<file path="src/rtl/sar_pkg.sv">
package sar_pkg;
  typedef enum logic [1:0] {
    DIV_SMALL = 2'b00,
    DIV_MID   = 2'b01,
    DIV_LARGE = 2'b10,
    DIV_ALIAS = 2'b11
  } div_sel_t;
endpackage

</file>
<file path="src/rtl/machine_strobe_div.sv">
module machine_strobe_div #(
  parameter int DIV_A = 4,
  parameter int DIV_B = 64,
  parameter int DIV_C = 1024
) (
  input  logic       clk,
  input  logic       rst,
  input  logic       clear,
  input  logic       run,
  input  logic [1:0] sel,
  output logic       tick
);
  import sar_pkg::*;
  localparam int CW = $clog2(DIV_C);

  logic [CW-1:0] cnt;
  logic [CW-1:0] last;

  always_comb begin
    case (div_sel_t'(sel))
      DIV_SMALL: last = CW'(DIV_A - 1);
      DIV_MID:   last = CW'(DIV_B - 1);
      default:   last = CW'(DIV_C - 1);
    endcase
  end

  assign tick = run && (cnt == last);

  always_ff @(posedge clk) begin
    if (rst || clear) cnt <= '0;
    else if (run) cnt <= tick ? '0 : cnt + 1'b1;
  end
endmodule

</file>
<file path="src/rtl/conv_prescaler.sv">
module conv_prescaler #(
  parameter int PRE_W = 4
) (
  input  logic             clk,
  input  logic             rst,
  input  logic             clear,
  input  logic             mtick,
  input  logic [PRE_W-1:0] n,
  output logic             tick
);
  logic [PRE_W-1:0] cnt;

  assign tick = mtick && (cnt == n);

  always_ff @(posedge clk) begin
    if (rst || clear) cnt <= '0;
    else if (mtick) cnt <= tick ? '0 : cnt + 1'b1;
  end
endmodule

</file>
<file path="src/rtl/sar_engine.sv">
module sar_engine #(
  parameter int RES_W      = 10,
  parameter int SAMPLE_CYC = 5
) (
  input  logic             clk,
  input  logic             rst,
  input  logic             accept,
  input  logic             ctick,
  input  logic             cmp_below,
  output logic             busy,
  output logic             sample,
  output logic             eoc,
  output logic [RES_W-1:0] sar,
  output logic [RES_W-1:0] result
);
  localparam int TOTAL  = SAMPLE_CYC + RES_W + 1;
  localparam int STEP_W = $clog2(TOTAL);

  logic [STEP_W-1:0] step;
  logic [RES_W-1:0]  next_sar;
  int                pos;
  logic              in_trial;

  always_comb begin
    in_trial = (int'(step) >= SAMPLE_CYC) && (int'(step) < SAMPLE_CYC + RES_W);
    pos      = RES_W - 1 - (int'(step) - SAMPLE_CYC);
    next_sar = sar;
    if (in_trial) begin
      if (cmp_below) next_sar[pos] = 1'b0;
      if (pos > 0) next_sar[pos-1] = 1'b1;
    end
  end

  always_ff @(posedge clk) begin
    if (rst) begin
      busy   <= 1'b0;
      sample <= 1'b0;
      eoc    <= 1'b0;
      sar    <= '0;
      result <= '0;
      step   <= '0;
    end else if (accept) begin
      busy   <= 1'b1;
      sample <= 1'b1;
      eoc    <= 1'b0;
      sar    <= '0;
      step   <= '0;
    end else if (busy && ctick) begin
      step <= step + 1'b1;
      if (int'(step) == SAMPLE_CYC - 1) begin
        sample         <= 1'b0;
        sar            <= '0;
        sar[RES_W-1]   <= 1'b1;
      end else if (in_trial) begin
        sar <= next_sar;
        if (pos == 0) begin
          result <= next_sar;
          eoc    <= 1'b1;
        end
      end else if (int'(step) == TOTAL - 1) begin
        busy <= 1'b0;
      end
    end
  end
endmodule

</file>
<file path="src/rtl/sar_adc_sequencer.sv">
module sar_adc_sequencer #(
  parameter int RES_W      = 10,
  parameter int PRE_W      = 4,
  parameter int SAMPLE_CYC = 5,
  parameter int DIV_A      = 4,
  parameter int DIV_B      = 64,
  parameter int DIV_C      = 1024
) (
  input  logic             clk,
  input  logic             rst,
  input  logic             start_i,
  input  logic [1:0]       div_sel_i,
  input  logic [PRE_W-1:0] prescale_i,
  input  logic             cmp_below_i,
  output logic [RES_W-1:0] dac_code_o,
  output logic             sample_o,
  output logic             busy_o,
  output logic             eoc_o,
  output logic [RES_W-1:0] result_o
);
  logic             accept;
  logic [1:0]       div_q;
  logic [PRE_W-1:0] pre_q;
  logic             mtick;
  logic             ctick;

  assign accept = start_i && !busy_o;

  always_ff @(posedge clk) begin
    if (rst) begin
      div_q <= '0;
      pre_q <= '0;
    end else if (accept) begin
      div_q <= div_sel_i;
      pre_q <= prescale_i;
    end
  end

  machine_strobe_div #(.DIV_A(DIV_A), .DIV_B(DIV_B), .DIV_C(DIV_C)) u_mdiv (
    .clk(clk), .rst(rst), .clear(accept), .run(busy_o), .sel(div_q), .tick(mtick)
  );

  conv_prescaler #(.PRE_W(PRE_W)) u_pre (
    .clk(clk), .rst(rst), .clear(accept), .mtick(mtick), .n(pre_q), .tick(ctick)
  );

  sar_engine #(.RES_W(RES_W), .SAMPLE_CYC(SAMPLE_CYC)) u_eng (
    .clk(clk), .rst(rst), .accept(accept), .ctick(ctick), .cmp_below(cmp_below_i),
    .busy(busy_o), .sample(sample_o), .eoc(eoc_o), .sar(dac_code_o), .result(result_o)
  );
endmodule

</file>
<file path="config.mk">
export PLATFORM = sky130hd
export DESIGN_NAME = sar_adc_sequencer
export DESIGN_NICKNAME = d
export VERILOG_FILES = /design/src/rtl/sar_pkg.sv /design/src/rtl/machine_strobe_div.sv /design/src/rtl/conv_prescaler.sv /design/src/rtl/sar_engine.sv /design/src/rtl/sar_adc_sequencer.sv
export SDC_FILE = /design/constraint.sdc
export NUM_CORES = 1
export LEC_CHECK = 0
export ABC_AREA = 1
export BUFFER_PORTS_ARGS = -buffer_cell sky130_fd_sc_hd__buf_4
export CAP_MARGIN = 25
export CORE_ASPECT_RATIO = 1.25
export CORE_MARGIN = 2
export CORE_UTILIZATION = 30
export CTS_CLUSTER_SIZE = 30
export DETAILED_ROUTE_END_ITERATION = 16
export MAX_ROUTING_LAYER = met4
export SLEW_MARGIN = 10
export SYNTH_ARGS = -nofsm -noshare
export SYNTH_HDL_FRONTEND = slang
export SYNTH_SLANG_ARGS = --single-unit
</file>
<file path="constraint.sdc">
create_clock -name clk -period 4.6 [get_ports clk]
set_clock_uncertainty 0.05 [all_clocks]
set_input_delay 0.46 -clock clk [delete_from_list [all_inputs] [get_ports clk]]
set_output_delay 0.46 -clock clk [all_outputs]
set_load 0.02 [all_outputs]
</file>
==> run_results.csv, run 1 <==
group,metric,value,unit
worst_setup_path,critPathKind,"reg2reg",
run,cap_violations,0,
pwr,power_switching_share,22.3,%
worst_setup_path,end_kind,"register",
pwr,power,853,µW
worst_setup_path,worstReg2RegStart,"u_eng.step[1]$_SDFFE_PP0P_",
cells_and_area,nFillCells,1109,
floorplan,row_count,42,
cells_and_area,drive_above_1_share,16.4,%
sta,setup_viol,0,
synth,synth_warnings,0,
floorplan,coreArea,0.0107,mm²
sta,worst_slack,0.459,ns
pwr,p_leak,1.83,nW
worst_setup_path,startpoint_type,"register",
synth,synthFlopType,"dfxtp_1",
drt,wirelength,8.10,mm
cells_and_area,fin_util,35.7,%
worst_setup_path,slowest_delay,0.43,ns
floorplan,start_util,30.9,%
worst_setup_path,worstReg2RegEnd,"u_eng.sar[4]$_SDFFE_PP0P_",
cells_and_area,layoutNonFillerInstCount,639,
pwr,irDropWorstVdd,0.000146,V
sta,post-route-period-util,90.0,%
synth,synth_nets,504,
global_routing,antenna_found_initial,0,
drt,antenna_left,0,
cells_and_area,multi_input_area,0.00206,mm²
place,port_buffers,32,
clock_tree,cts_tree,"yes",
pwr,p_switching,191,µW
global_routing,grt_max_degree,20,
sta,max_freq,242,MHz
clock_tree,cts_resized,0,
pwr,internal_power,663,µW
clock_tree,clock_latency,0.29,ns
clock_tree,cts_root_buf,"clkbuf_16",
clock_tree,ctsHoldBuffers,0,
sta,drv_slew,0,
sta,slew_headroom,49.0,%
clock_tree,postCtsSetupBuffers,0,
place,pre_cts_ws,0.356,ns
worst_hold_path,holdPathEnd,"pre_q[1]$_SDFFE_PP0P_",
sta,min_period,4.14,ns
worst_setup_path,r2r_cells,25,
pwr,clkPwrFrac,45.1,%
drt,dr.max_layer_used,"met4",
synth,synthTopCellsByArea,"dfxtp_1 29%, nand2_1 12%, ha_1 8.0%",
synth,synthArstFlopShare,0,%
sta,tns,0,ns
clock_tree,clk_path_buf_depth,2,
cells_and_area,fin_nets,537,
synth,syn_inst,473,
global_routing,grt.total_usage,14.6,%
worst_setup_path,cp.required,4.76,ns
sta,tightestPinTransition,0.762,ns
drt,dr_wl_met2,4.05,mm
pwr,seq_power_share,49.1,%
drt,drt-wirelength-per-cell,12.7,µm
synth,ys_ff_latch,47,
outcome,status,"completed",
synth,synth-edff-count,0,
synth,synth_area_leader_cell,"dfxtp_1",
global_routing,grt_pass1_wl,13.8,mm
worst_setup_path,crit_slowest_cell,"dfxtp_1",
drt,drc,0,
synth,synth_common_cells,"108 x nand2_1, 59 x inv_1, 47 x dfxtp_1",
worst_setup_path,critical_path_arrival,4.30,ns
synth,seq_area_frac_synth,28.5,%
synth,avgSynthCellArea,6.97,µm²
place,gp_congestion,0.920,
drt,vias,3046,
floorplan,die_w,97.7,µm
worst_hold_path,hp-class,"in2reg",
worst_setup_path,cp_top_family,"simple AND/OR/NAND/NOR gates",
sta,finalHoldViolations,0,
cells_and_area,seqCellArea,942,µm²
floorplan,die_area,0.0118,mm²
pwr,power.density,224,mW/mm²
synth,synth_cell_types,42,
synth,synth_most_common_cell,"nand2_1",
worst_setup_path,cpMostUsedCell,"nand2_1",
clock_tree,cts_max_level,2,
clock_tree,cts_sinks,47,
drt,m1WireLength,3.59,mm
worst_setup_path,crit_fanout,10,
global_routing,grt_pass1_vias,2957,
place,dp_hpwl,6.38,mm
synth,synth_top_area_share,28.5,%
drt,firstDrtPassIters,4,
cells_and_area,diodes,0,
cells_and_area,areaGrowthSynthToFinish,15.6,%
worst_hold_path,whs_path_depth,3,
sta,grt_setup_unrepaired,"false",
synth,netlist_area,0.00330,mm²
floorplan,pin_count,33,
floorplan,die_h,121,µm
drt,wl_met3,263,µm
drt,viasPerCell,4.77,
drt,detail_route.iter0.violations,116,
worst_setup_path,crit_buf_inv,3,
pwr,combPwrFrac,5.8,%
worst_setup_path,reg2reg_setup_slack,0.46,ns
clock_tree,numCtsBuffers,5,
place,dp_cells,631,
global_routing,grt_overflow,0,
clock_tree,clk_pin_slew,0.06,ns
worst_hold_path,hp-start,"prescale_i[1]",
==> registers in the layout, indices dropped and copies added (netlist names) <==
signal,count
u_eng.result,10
u_eng.sar,10
u_mdiv.cnt,10
pre_q,4
u_eng.step,4
u_pre.cnt,4
div_q,2
u_eng.busy,1
u_eng.eoc,1
u_eng.sample,1
==> layout make-up <==
class | instances | area share (%)
repair buffers | 32 | 6.30
clock buffers | 8 | 4.10
well taps | 132 | 4.33
multi-input cells | 355 | 54.1
flip-flops and latches | 47 | 24.7
inverters | 65 | 6.40
==> cells in the final DEF, fill, tap and decap left out, types with 2 or more instances in the layout <==
| cell type | instances |
|---|---|
| buf_4 | 32 |
| inv_1 | 59 |
| ha_1 | 21 |
| nand3b_1 | 4 |
| nand2_2 | 7 |
| inv_2 | 5 |
| a21oi_2 | 8 |
| xor2_1 | 15 |
| nor2_1 | 42 |
| a211oi_1 | 2 |
| clkbuf_8 | 2 |
| o31ai_1 | 2 |
| nand3_4 | 3 |
| nand3_2 | 4 |
| nand4_1 | 13 |
| o21ai_0 | 24 |
| xnor2_1 | 5 |
| nor2_2 | 7 |
| a21oi_1 | 28 |
| nor2_8 | 2 |
| dfxtp_1 | 46 |
| clkbuf_16 | 5 |
| nand3_1 | 34 |
| nor3_1 | 9 |
| nor3b_1 | 2 |
| nand2_4 | 2 |
| nand2_1 | 108 |
==> tightest hold or removal path, delay by kind of cell <==
| kind | cells | cell delay, ns |
|---|---|---|
| compound gates | 1 | 0.10 |
| simple gates | 1 | 0.04 |
| buf+inv | 1 | 0.08 |
==> worst max-delay path by stage <==
| stage | startpoint | to | slack (ns) | cells after the start |
|---|---|---|---|---|
| finish | u_eng.step[1]$_SDFFE_PP0P_ | u_eng.sar[4]$_SDFFE_PP0P_ | 0.46 | 25 |
| CTS | u_eng.step[0]$_SDFFE_PP0P_ | u_eng.sar[4]$_SDFFE_PP0P_ | 0.33 | 25 |
| global route | u_eng.step[1]$_SDFFE_PP0P_ | u_eng.sar[4]$_SDFFE_PP0P_ | 0.05 | 25 |
| detailed placement | u_eng.step[0]$_SDFFE_PP0P_ | u_eng.sar[4]$_SDFFE_PP0P_ | 0.36 | 25 |
| floorplan | u_eng.step[0]$_SDFFE_PP0P_ | u_eng.sar[8]$_SDFFE_PP0P_ | 1.08 | 25 |
| global placement | u_eng.step[0]$_SDFFE_PP0P_ | u_eng.sar[5]$_SDFFE_PP0P_ | 0.34 | 25 |
==> power groups by stage <==
stage / sequential [mW] / combinational, mW / clock, mW
final: 0.419 / 0.0496 / 0.385
after global placement: 0.428 / 0.0489 / 0
after floorplan: 0.427 / 0.0340 / 0
after global routing: 0.419 / 0.0560 / 0.413
after detailed placement: 0.428 / 0.0498 / 0
after CTS: 0.419 / 0.0501 / 0.397
==> metrics by stage <==
step                cell area (µm²)  hold slack [ns]
global placement               3650            0.413
global route                   3810            0.380
finish                         3810            0.377
floorplan                      3300            0.407
detailed placement             3650            0.422
CTS                            3810            0.369
==> metal layers <==
metal  global-route usage, %  vias up
met2                    25.7       55
li1                        -     1607
met5                       -        -
met4                    5.47        0
met3                    1.96       15
met1                    17.1     1369
==> cell families (layout without fill, tap and decap cells) <==
family                     count (synthesis)  after routing  share of synthesized area (%)
and+or+nand+nor                          244            244                           36.8
AOI/OAI and AO/OA                         70             70                           12.5
DFF                                       47             47                           28.5
adders and majority gates                 21             21                           7.97
xor gates and xnor gates                  20             20                           5.32
buffers and inverters                     71            105                           8.85
Note: power is estimated with default switching activity, not from simulation.
==> inputs of run 2 (changes only) <==
- CORE_UTILIZATION: 30 -> 47
- CTS_BUF_LIST: default -> sky130_fd_sc_hd__clkbuf_2 sky130_fd_sc_hd__clkbuf_4 sky130_fd_sc_hd__clkbuf_8
- PLACE_DENSITY: default -> 0.66
==> run_results.csv, run 2 (same netlist as run 1, synthesis figures left out) <==
group,metric,value,unit
outcome,status,"completed",
pwr,seq_power_share,54.0,%
pwr,irDropWorstVdd,0.000107,V
floorplan,row_count,34,
worst_setup_path,cpMostUsedCell,"nand2_1",
floorplan,die_w,78.9,µm
sta,tns,0,ns
cells_and_area,fin_nets,537,
drt,antenna_left,0,
cells_and_area,layout_commonest_cell,"nand2_1",
sta,slew_headroom,49.2,%
run,cap_violations,0,
floorplan,die_area,0.00770,mm²
clock_tree,cts_root_buf,"clkbuf_8",
clock_tree,clk_path_buf_depth,2,
global_routing,grt_pass1_wl,14.0,mm
cells_and_area,drive_above_1_share,16.6,%
pwr,power_switching_share,23.6,%
global_routing,grt.total_usage,23.1,%
clock_tree,cts_max_level,2,
place,dp_hpwl,6.44,mm
drt,drt-wirelength-per-cell,13.7,µm
drt,vias,3089,
worst_setup_path,crit_fanout,10,
worst_hold_path,hp-class,"in2reg",
pwr,combPwrFrac,6.4,%
worst_setup_path,crit_slowest_cell,"dfxtp_1",
global_routing,grt_pass1_vias,2960,
drt,detail_route.iter0.violations,181,
sta,grt_setup_unrepaired,"false",
drt,drc,0,
sta,finalHoldViolations,0,
floorplan,die_h,97.6,µm
sta,min_period,4.22,ns
place,port_buffers,32,
cells_and_area,layout_common_cells,"108 x nand2_1, 59 x inv_1, 46 x dfxtp_1",
cells_and_area,multi_input_area,0.00207,mm²
clock_tree,clk_pin_slew,0.09,ns
floorplan,start_util,47.8,%
sta,post-route-period-util,91.8,%
drt,firstDrtPassIters,5,
worst_setup_path,end_kind,"register",
floorplan,pin_count,33,
cells_and_area,seqCellArea,942,µm²
floorplan,coreArea,0.00689,mm²
sta,setup_viol,0,
clock_tree,postCtsSetupBuffers,0,
clock_tree,numCtsBuffers,5,
global_routing,antenna_found_initial,0,
sta,tightestPinTransition,0.759,ns
clock_tree,cts_sinks,47,
clock_tree,cts_tree,"yes",
cells_and_area,diodes,0,
worst_setup_path,slowest_delay,0.45,ns
pwr,p_leak,1.81,nW
pwr,power.density,208,mW/mm²
drt,viasPerCell,5.17,
pwr,clkPwrFrac,39.7,%
pwr,internal_power,593,µW
global_routing,grt_overflow,0,
global_routing,grt_max_degree,20,
drt,wirelength,8.20,mm
cells_and_area,top_regs,"u_eng.result: 10 flops, u_eng.sar: 10 flops, u_mdiv.cnt: 10 flops",
pwr,p_switching,183,µW
cells_and_area,areaGrowthSynthToFinish,12.9,%
place,gp_congestion,1.06,
cells_and_area,nFillCells,686,
worst_setup_path,startpoint_type,"register",
worst_setup_path,critPathKind,"reg2reg",
worst_setup_path,critical_path_arrival,4.39,ns
worst_setup_path,cp.required,4.77,ns
sta,max_freq,237,MHz
clock_tree,clock_latency,0.30,ns
sta,hold-worst-slack,0.360,ns
sta,drv_slew,0,
-- run 2: per-layer routing --
| layer | global-route usage (%) | part of all wire, % | up-vias |
|---|---|---|---|
| met1 | 27.1 | 44 | 1408 |
| li1 | - | - | 1603 |
| met2 | 39.4 | 51 | 56 |
| met4 | 11.0 | 3.8 | 0 |
| met5 | - | 0 | - |
| met3 | 2.04 | 1.7 | 22 |
-- run 2: final cells by class --
| class | instances | area share (%) |
|---|---|---|
| clock buffer | 5 | 1.85 |
| clock inverter | 3 | 1.18 |
| inverter | 65 | 6.56 |
| multi-input combinational | 355 | 55.6 |
| sequential | 47 | 25.3 |
| tap | 90 | 3.03 |
| timing repair buffer | 32 | 6.46 |
-- run 2: path summary, 6_finish.rpt --
check / startpoint / cells past startpoint / slack, ns / end
setup / recovery: u_eng.step[1]$_SDFFE_PP0P_ / 25 / 0.38 / u_eng.sar[8]$_SDFFE_PP0P_
setup reg to reg: u_eng.step[1]$_SDFFE_PP0P_ / 25 / 0.38 / u_eng.sar[8]$_SDFFE_PP0P_
hold reg to reg: div_q[0]$_SDFFE_PP0P_ / 2 / 0.43 / div_q[0]$_SDFFE_PP0P_
hold / removal: prescale_i[1] / 3 / 0.36 / pre_q[1]$_SDFFE_PP0P_
-- run 2: power by group through the flow --
stage	clock, mW	sequential [mW]	combinational [mW]
after floorplan	0	0.427	0.0340
after global placement	0	0.428	0.0486
after detailed placement	0	0.428	0.0491
after CTS	0.316	0.418	0.0494
after global routing	0.336	0.420	0.0552
final	0.308	0.418	0.0493
-- run 2: what timing repair did --
item | CTS | global route
setup endpoints to repair | 0 | 10
resized for setup | 0 | 2
hold buffers | 0 | 0
-- run 2: through the flow --
stage	instance area [µm²]	setup slack, ns	utilization, %	power [mW]	std cells
final	3720	0.378	54.0	0.775	597
after global routing	3720	0.0169	54.0	0.811	597
after CTS	3710	0.247	53.9	0.784	597
after detailed placement	3600	0.267	52.3	0.477	589
after global placement	3600	0.321	52.3	0.476	589
after floorplan	3300	1.08	-	0.461	473
-- run 2: worst max-delay path, delay by kind of cell (launching register included) --
family          cells  cell delay, ns
buf+inv             3            0.33
fa+ha+maj           3            0.80
compound gates      1            0.14
simple gates       18            2.39
flops               1            0.45
==> inputs of run 3 (changes only) <==
- RECOVER_POWER: default -> 25
==> run_results.csv, run 3 (same netlist as run 1, synthesis figures left out) <==
group,metric,value,unit
run,cap_violations,0,
sta,setup_viol,0,
clock_tree,cts_sinks,47,
sta,grt_setup_unrepaired,"false",
worst_setup_path,worstReg2RegEnd,"u_eng.sar[8]$_SDFFE_PP0P_",
sta,tns,0,ns
clock_tree,ctsHoldBuffers,0,
global_routing,grt_pass1_vias,2960,
worst_setup_path,r2r_cells,25,
worst_setup_path,endpoint,"u_eng.sar[8]$_SDFFE_PP0P_",
global_routing,grt_pass1_wl,14.0,mm
drt,firstDrtPassIters,4,
clock_tree,cts_resized,0,
floorplan,row_count,34,
sta,finalHoldViolations,0,
pwr,power,774,µW
worst_setup_path,crit_start,"u_eng.step[1]$_SDFFE_PP0P_",
sta,worst_slack,0.367,ns
place,pre_cts_ws,0.267,ns
pwr,p_leak,1.74,nW
worst_setup_path,worstReg2RegStart,"u_eng.step[1]$_SDFFE_PP0P_",
sta,post-route-period-util,92.0,%
clock_tree,postCtsSetupBuffers,0,
cells_and_area,areaGrowthSynthToFinish,11.0,%
floorplan,coreArea,0.00689,mm²
worst_hold_path,hp-class,"in2reg",
worst_setup_path,critPathKind,"reg2reg",
drt,drt-wirelength-per-cell,13.8,µm
drt,viasPerCell,5.15,
cells_and_area,drive_above_1_share,13.2,%
sta,max_freq,236,MHz
floorplan,die_h,97.6,µm
global_routing,grt.total_usage,23.1,%
outcome,status,"completed",
worst_setup_path,cp.required,4.77,ns
clock_tree,clock_latency,0.30,ns
floorplan,die_w,78.9,µm
clock_tree,numCtsBuffers,5,
sta,drv_slew,0,
drt,drc,0,
worst_setup_path,end_kind,"register",
worst_setup_path,critical_path_arrival,4.41,ns
drt,detail_route.iter0.violations,146,
clock_tree,cts_root_buf,"clkbuf_8",
sta,min_period,4.23,ns
global_routing,antenna_found_initial,0,
global_routing,grt_overflow,0,
drt,wirelength,8.24,mm
clock_tree,clk_pin_slew,0.09,ns
cells_and_area,fin_nets,537,
pwr,irDropWorstVdd,0.000107,V
place,port_buffers,32,
cells_and_area,diodes,0,
cells_and_area,layout_commonest_cell,"nand2_1",
worst_setup_path,crit_fanout,10,
place,gp_congestion,1.06,
floorplan,start_util,47.8,%
clock_tree,cts_tree,"yes",
worst_setup_path,reg2reg_setup_slack,0.37,ns
pwr,power.density,212,mW/mm²
place,dp_hpwl,6.44,mm
cells_and_area,top_regs,"u_eng.result: 10 flops, u_eng.sar: 10 flops, u_mdiv.cnt: 10 flops",
floorplan,die_area,0.00770,mm²
drt,vias,3072,
clock_tree,clk_path_buf_depth,2,
clock_tree,cts_max_level,2,
cells_and_area,layout_common_cells,"109 x nand2_1, 59 x inv_1, 46 x dfxtp_1",
sta,tightestPinTransition,0.756,ns
worst_setup_path,startpoint_type,"register",
global_routing,grt_max_degree,20,
floorplan,pin_count,33,
drt,antenna_left,0,
sta,slew_headroom,49.4,%
==> run 3: changes by cell type in the layout (fill, tap and decap cells not counted), sizes merged <==
| cell | previous run | this run |
|---|---|---|
| buf | 32 | 16 |
| clkbuf | 5 | 21 |
==> run 3: area by class of cell <==
class	instances	area (µm²)
Fill cell	699	3230
Multi-Input combinational cell	355	2070
Sequential cell	47	942
Inverter	65	244
Timing Repair Buffer	32	180
Tap cell	90	113
Clock buffer	5	68.8
Clock inverter	3	43.8
==> run 3: how the worst min path moves through the flow <==
stage | from | to | slack (ns) | depth (start not counted)
after detailed placement | div_q[0]$_SDFFE_PP0P_ | div_q[0]$_SDFFE_PP0P_ | 0.42 | 2
after CTS | div_sel_i[0] | div_q[0]$_SDFFE_PP0P_ | 0.35 | 3
after floorplan | pre_q[2]$_SDFFE_PP0P_ | pre_q[2]$_SDFFE_PP0P_ | 0.41 | 2
after global placement | u_eng.eoc$_SDFFE_PP0P_ | u_eng.eoc$_SDFFE_PP0P_ | 0.41 | 2
final | prescale_i[1] | pre_q[1]$_SDFFE_PP0P_ | 0.36 | 3
after global routing | prescale_i[0] | pre_q[0]$_SDFFE_PP0P_ | 0.36 | 3
==> run 3: worst max-delay path: stages, from the launching register on <==
cell and delay, ns:
dfxtp_1 0.45, inv_1 0.16, ha_1 0.23, or2_1 0.28
nand2_1 0.11, ha_1 0.23, inv_1 0.09, nand3_4 0.16
nand2_1 0.08, ha_1 0.34, nand2_1 0.08, inv_2 0.08
nand3_1 0.17, nor2_4 0.22, nand4_1 0.21, nand2_1 0.10
nand2_1 0.05, nor2_1 0.13, nand2_1 0.08, nor2_1 0.11
nand2_2 0.09, nor2_4 0.21, nand3_1 0.10, nand2_1 0.13
nand2_1 0.08, a21oi_2 0.14
==> run 3: stage by stage <==
step,util (%),hold WS (ns),std cells,area (µm²)
after floorplan,-,0.407,473,3300
after global placement,52.3,0.407,589,3600
after detailed placement,52.3,0.417,589,3600
after CTS,53.9,0.352,597,3710
after global routing,53.1,0.364,597,3660
final,53.1,0.360,597,3660
==> run 3: layer usage <==
| metal | vias up | share of wire [%] | wire [µm] | global-route usage (%) |
|---|---|---|---|---|
| li1 | 1606 | - | - | - |
| met1 | 1399 | 44 | 3590 | 27.1 |
| met2 | 45 | 51 | 4200 | 39.4 |
| met3 | 22 | 1.6 | 131 | 2.04 |
| met4 | 0 | 3.8 | 315 | 11.0 |
| met5 | - | 0 | 0 | - |
==> run 3: where the power goes <==
part / switching (mW) / internal, mW / total [mW]
sequential: 0.00619 / 0.412 / 0.418
combinational: 0.0308 / 0.0176 / 0.0484
clock: 0.146 / 0.162 / 0.308
